===== src/rtl/sertx_pkg.sv =====
package sertx_pkg;

  typedef enum logic {
    TXS_IDLE = 1'b0,
    TXS_BUSY = 1'b1
  } txs_e;

  // Level of slot 'pos' in a frame: slot 0 start, 1..dw data LSB first,
  // any later slot the stop level. Data widths up to 16 are supported.
  function automatic logic frame_bit(input logic [15:0] word,
                                     input int unsigned dw,
                                     input int unsigned pos);
    logic lvl;
    if (pos == 0)
      lvl = 1'b0;
    else if (pos <= dw)
      lvl = word[pos - 1];
    else
      lvl = 1'b1;
    return lvl;
  endfunction

  // Slots in one frame: start + data + one stop.
  function automatic int unsigned frame_slots(input int unsigned dw);
    return dw + 2;
  endfunction

endpackage


===== src/rtl/sertx_seq.sv =====
module sertx_seq
  import sertx_pkg::*;
#(
  parameter int unsigned FRAME_LEN = 10,
  parameter int unsigned IDX_W     = 4
) (
  input  logic             clk,
  input  logic             rst,
  input  logic             bit_tick,
  input  logic             tx_stb,
  output logic             cap_evt,
  output logic             busy,
  output logic             last_slot,
  output logic [IDX_W-1:0] slot_idx
);

  localparam logic [IDX_W-1:0] LAST_IDX = IDX_W'(FRAME_LEN - 1);

  txs_e             st_q;
  logic [IDX_W-1:0] idx_q;
  logic             eligible;

  assign busy      = (st_q == TXS_BUSY);
  assign last_slot = busy && (idx_q == LAST_IDX);
  assign eligible  = !busy || last_slot;
  assign cap_evt   = bit_tick && tx_stb && eligible;
  assign slot_idx  = idx_q;

  always_ff @(posedge clk) begin
    if (rst) begin
      st_q  <= TXS_IDLE;
      idx_q <= '0;
    end else if (bit_tick) begin
      if (eligible) begin
        idx_q <= '0;
        st_q  <= tx_stb ? TXS_BUSY : TXS_IDLE;
      end else begin
        idx_q <= idx_q + 1'b1;
      end
    end
  end

endmodule


===== src/rtl/sertx_shift.sv =====
module sertx_shift
  import sertx_pkg::*;
#(
  parameter int unsigned DATA_W = 8,
  parameter int unsigned IDX_W  = 4
) (
  input  logic              clk,
  input  logic              rst,
  input  logic              bit_tick,
  input  logic              cap_evt,
  input  logic              busy,
  input  logic              last_slot,
  input  logic [IDX_W-1:0]  slot_idx,
  input  logic [DATA_W-1:0] din,
  output logic              line
);

  logic [DATA_W-1:0] byte_q;
  logic [15:0]       word;
  logic              line_q;
  logic              line_next;

  assign word = 16'(byte_q);

  always_comb begin
    if (cap_evt)
      line_next = 1'b0;
    else if (busy && !last_slot)
      line_next = frame_bit(word, DATA_W, int'(slot_idx) + 1);
    else
      line_next = 1'b1;
  end

  always_ff @(posedge clk) begin
    if (rst) begin
      byte_q <= '0;
      line_q <= 1'b1;
    end else begin
      if (cap_evt)
        byte_q <= din;
      if (bit_tick)
        line_q <= line_next;
    end
  end

  assign line = line_q;

endmodule


===== src/rtl/sertx_core.sv =====
module sertx_core
  import sertx_pkg::*;
#(
  parameter int unsigned DATA_W = 8
) (
  input  logic              clk,
  input  logic              rst,
  input  logic              bit_tick,
  input  logic [DATA_W-1:0] tx_data,
  input  logic              tx_stb,
  output logic              tx_ack,
  output logic              tx_line
);

  localparam int unsigned FRAME_LEN = frame_slots(DATA_W);
  localparam int unsigned IDX_W     = $clog2(FRAME_LEN);

  logic             cap_evt;
  logic             busy;
  logic             last_slot;
  logic [IDX_W-1:0] slot_idx;
  logic             ack_q;

  sertx_seq #(
    .FRAME_LEN(FRAME_LEN),
    .IDX_W    (IDX_W)
  ) u_seq (
    .clk      (clk),
    .rst      (rst),
    .bit_tick (bit_tick),
    .tx_stb   (tx_stb),
    .cap_evt  (cap_evt),
    .busy     (busy),
    .last_slot(last_slot),
    .slot_idx (slot_idx)
  );

  sertx_shift #(
    .DATA_W(DATA_W),
    .IDX_W (IDX_W)
  ) u_shift (
    .clk      (clk),
    .rst      (rst),
    .bit_tick (bit_tick),
    .cap_evt  (cap_evt),
    .busy     (busy),
    .last_slot(last_slot),
    .slot_idx (slot_idx),
    .din      (tx_data),
    .line     (tx_line)
  );

  always_ff @(posedge clk) begin
    if (rst) ack_q <= 1'b0;
    else     ack_q <= cap_evt;
  end

  assign tx_ack = ack_q;

endmodule


===== config.mk =====
export PLATFORM = sky130hd
export DESIGN_NAME = sertx_core
export DESIGN_NICKNAME = d
export VERILOG_FILES = /design/src/rtl/sertx_pkg.sv /design/src/rtl/sertx_seq.sv /design/src/rtl/sertx_shift.sv /design/src/rtl/sertx_core.sv
export SDC_FILE = /design/constraint.sdc
export NUM_CORES = 1
export LEC_CHECK = 0
export ABC_AREA = 0
export BUFFER_PORTS_ARGS = -buffer_cell sky130_fd_sc_hd__buf_2
export CORE_MARGIN = 1
export CORE_UTILIZATION = 32
export DETAILED_ROUTE_END_ITERATION = 8
export GPL_TIMING_DRIVEN = 0
export PLACE_DENSITY_LB_ADDON = 0.08
export SETUP_SLACK_MARGIN = 0.4
export SLEW_MARGIN = 20
export SYNTH_ARGS = -nofsm -noshare
export SYNTH_HDL_FRONTEND = slang
export SYNTH_SLANG_ARGS = --single-unit

===== constraint.sdc =====
create_clock -name clk -period 3.5 [get_ports clk]
set_input_delay 0.35 -clock clk [delete_from_list [all_inputs] [get_ports clk]]
set_output_delay 0.35 -clock clk [all_outputs]
set_load 0.005 [all_outputs]

==> impl_metrics.env <==
export IMPL_grt_max_degree=11
export IMPL_setup_viol=0
export IMPL_yosysTopAreaCell="dfxtp_1"
export IMPL_drc=0
export IMPL_post_cts_buffers=0
export IMPL_ys_seq_area_share_pct=39.60
export IMPL_yosysWarnings=0
export IMPL_grt_overflow=0
export IMPL_antenna_found_initial=0
export IMPL_irDropWorstVdd_uv=157.4
export IMPL_clock_skew_ns=0.005362
export IMPL_dp_slack_ns=1.604
export IMPL_grt_pass1_wl_um=2635
export IMPL_hold_class="input port to flip-flop"
export IMPL_io_buffer_count=12
export IMPL_fin_setup_tns_ns=0
export IMPL_cts_sinks=15
export IMPL_post_route_min_period_ns=1.899
export IMPL_grt_pass1_vias=591
export IMPL_ant_nets=0
export IMPL_multi_input_comb_area_um2=426.7
export IMPL_critPathMaxStageDelay_ns=0.50
export IMPL_pwr_density_cell_nw_per_um2=363.3
export IMPL_design_core_area_um2=2212
export IMPL_ys_ff_latch=15
export IMPL_die_area_um2=2568
export IMPL_drt_total_wl_um=1570
export IMPL_critPathMaxFanout=7
export IMPL_areaGrowthSynthToFinish_pct=16.01
export IMPL_netlist_area_leader_share_pct=39.60
export IMPL_grtUsageTotal_pct=13.82
export IMPL_post_route_worst_setup_slack_ns=1.601
export IMPL_slew_viol_final=0
export IMPL_r2r_setup_slack_ns=1.60
export IMPL_synth_area_um2=758.2
export IMPL_initial_utilization_pct=34.28
export IMPL_run_status="finished clean"
export IMPL_n_fill_cell=249
export IMPL_diodes=0
export IMPL_path_buf_inv=2
export IMPL_cts_resized_gates=0
export IMPL_clockRootBuffer="clkbuf_4"
export IMPL_synth_edf_count=0
export IMPL_die_h_um=50.68
export IMPL_clkTransAtPathRegs_ns=0.09
export IMPL_holdWs_ns=0.2984
export IMPL_synth_nets=108
export IMPL_worst_setup_path_end_kind="flip-flop"
export IMPL_avgRoutedWirePerCell_um=11.46
export IMPL_clock_latency_ns=0.28
export IMPL_synth_area_leaders="dfxtp_1 (40%), nand2_1 (11%), a21oi_1 (9.2%)"
export IMPL_nets=125
export IMPL_crit_type="flip-flop to flip-flop"
export IMPL_max_cap_viol_count=0
export IMPL_p_leak_nw=0.3388
export IMPL_cts_tree="done"
export IMPL_cts_buffer_depth=2
export IMPL_max_slew_margin_pct=69.18
export IMPL_netlist_top_cells_count="nand2_1 (23), dfxtp_1 (15), a21oi_1 (14), o21ai_0 (4)"
export IMPL_crit_arrival_ns=2.06
export IMPL_rsz0062_at_grt="false"
export IMPL_gp_congestion=0.8411
export IMPL_placementRows=17
export IMPL_post_drt_via_cell_ratio=4.876
export IMPL_synth_cells=93
export IMPL_async_flop_share_pct=0
export IMPL_drt_iter0_markers=3
export IMPL_htree_levels=1
export IMPL_cp_cell_sequence="inv_1 > ha_1 > buf_6 > mux4_2 > o2111ai_1 > and3_1 > o21ai_1"
export IMPL_cp_slowest_cell="mux4_2"
export IMPL_avgSynthCellArea_um2=8.153
export IMPL_fmax_mhz=526.5
export IMPL_period_share_pct=54.26
export IMPL_drive_gt1_share_pct=20.18
export IMPL_numCtsBuffers=3
export IMPL_yosysUniqueCellTypes=28
export IMPL_cp_top_family="multiplexers"
export IMPL_synth_ff_type="dfxtp_1"
export IMPL_tightest_slew_ns=0.4622
export IMPL_seq_area_um2=300.3
export IMPL_io_pins=14
export IMPL_synth_most_common_cell="nand2_1"
export IMPL_die_w_um=50.68
export IMPL_post_dp_hpwl_um=1171
export IMPL_startpoint_type="flip-flop"
export IMPL_dr_pass1_iters=3
export IMPL_via_count=668
export IMPL_required_ns=3.66
export IMPL_timing_final_hold_violations=0
export IMPL_holdBufCountCts=0
[path summary, 6_finish.rpt]
path                          start                end  depth (start not counted)
hold reg to reg   u_shift.byte_q[1]  u_shift.byte_q[1]                          2
setup / recovery  u_seq.slot_idx[1]       u_shift.line                          7
hold / removal           tx_data[1]  u_shift.byte_q[1]                          3
setup reg to reg  u_seq.slot_idx[1]       u_shift.line                          7
[stage by stage]
step                      util, %  instance area (µm²)  cells  total power [mW]
final                       39.76                879.6    137            0.3195
after CTS                   39.76                879.6    137            0.3248
after global placement      38.57                853.3    133            0.2255
after floorplan                 -                758.2     93            0.2107
after global routing        39.76                879.6    137            0.3375
after detailed placement    38.57                853.3    133            0.2261
[power by group]
group / switching (mW) / leakage, nW / internal, mW
Combinational: 0.0213 / 0.201 / 0.0180
Clock: 0.0543 / 0.0150 / 0.0441
Sequential: 0.00420 / 0.122 / 0.178
[routing by layer]
metal / up-vias / track usage [%] / part of all wire, %
li1: 352 / - / -
met1: 309 / 18.65 / 51
met2: 5 / 20.67 / 45
met3: 2 / 2.727 / 2.8
met4: 0 / 6.944 / 1.1
met5: - / 0 / 0
[cell families after synthesis]
kind of cell / count (synthesis) / synth area share, %
muxes: 4 / 7.260
xor gates and xnor gates: 2 / 2.311
AOI/OAI and AO/OA: 22 / 15.68
and+or+nand+nor: 41 / 26.07
DFF: 15 / 39.60
adders and majority gates: 3 / 4.951
buffers and inverters: 6 / 4.125
[placed cells by master, fill, tap and decap left out, types with 3 or more instances in the layout]
cell / count
nand2_1: 23
dfxtp_1: 15
a21oi_1: 14
buf_2: 13
o21ai_0: 4
nand3_1: 3
clkbuf_1: 3
ha_1: 3
clkbuf_4: 3
[sequential cells by signal, indices dropped and copies added (netlist names)]
| name | flops |
|---|---|
| u_seq.slot_idx | 4 |
| u_shift.line | 1 |
| u_seq.busy | 1 |
| u_shift.byte_q | 8 |
| tx_ack | 1 |
[area by class of cell]
cell class / instances / share of cell area, %
Inverter: 2 / 0.8535
Clock buffer: 4 / 2.987
Buffer: 4 / 2.703
Timing Repair Buffer: 12 / 6.828
Multi-Input combinational cell: 72 / 48.51
Sequential cell: 15 / 34.14
Tap cell: 28 / 3.983
[worst register-to-register path: cells and delay by family (launching register included)]
family | cells | cell delay (ns)
AND/OR/NAND/NOR | 1 | 0.18
multiplexers | 1 | 0.50
flip-flops | 1 | 0.42
AO/OA/AOI/OAI | 2 | 0.22
buffers and inverters | 2 | 0.19
adder cells (fa/ha/maj) | 1 | 0.28
Note: power is estimated with default switching activity, not from simulation.
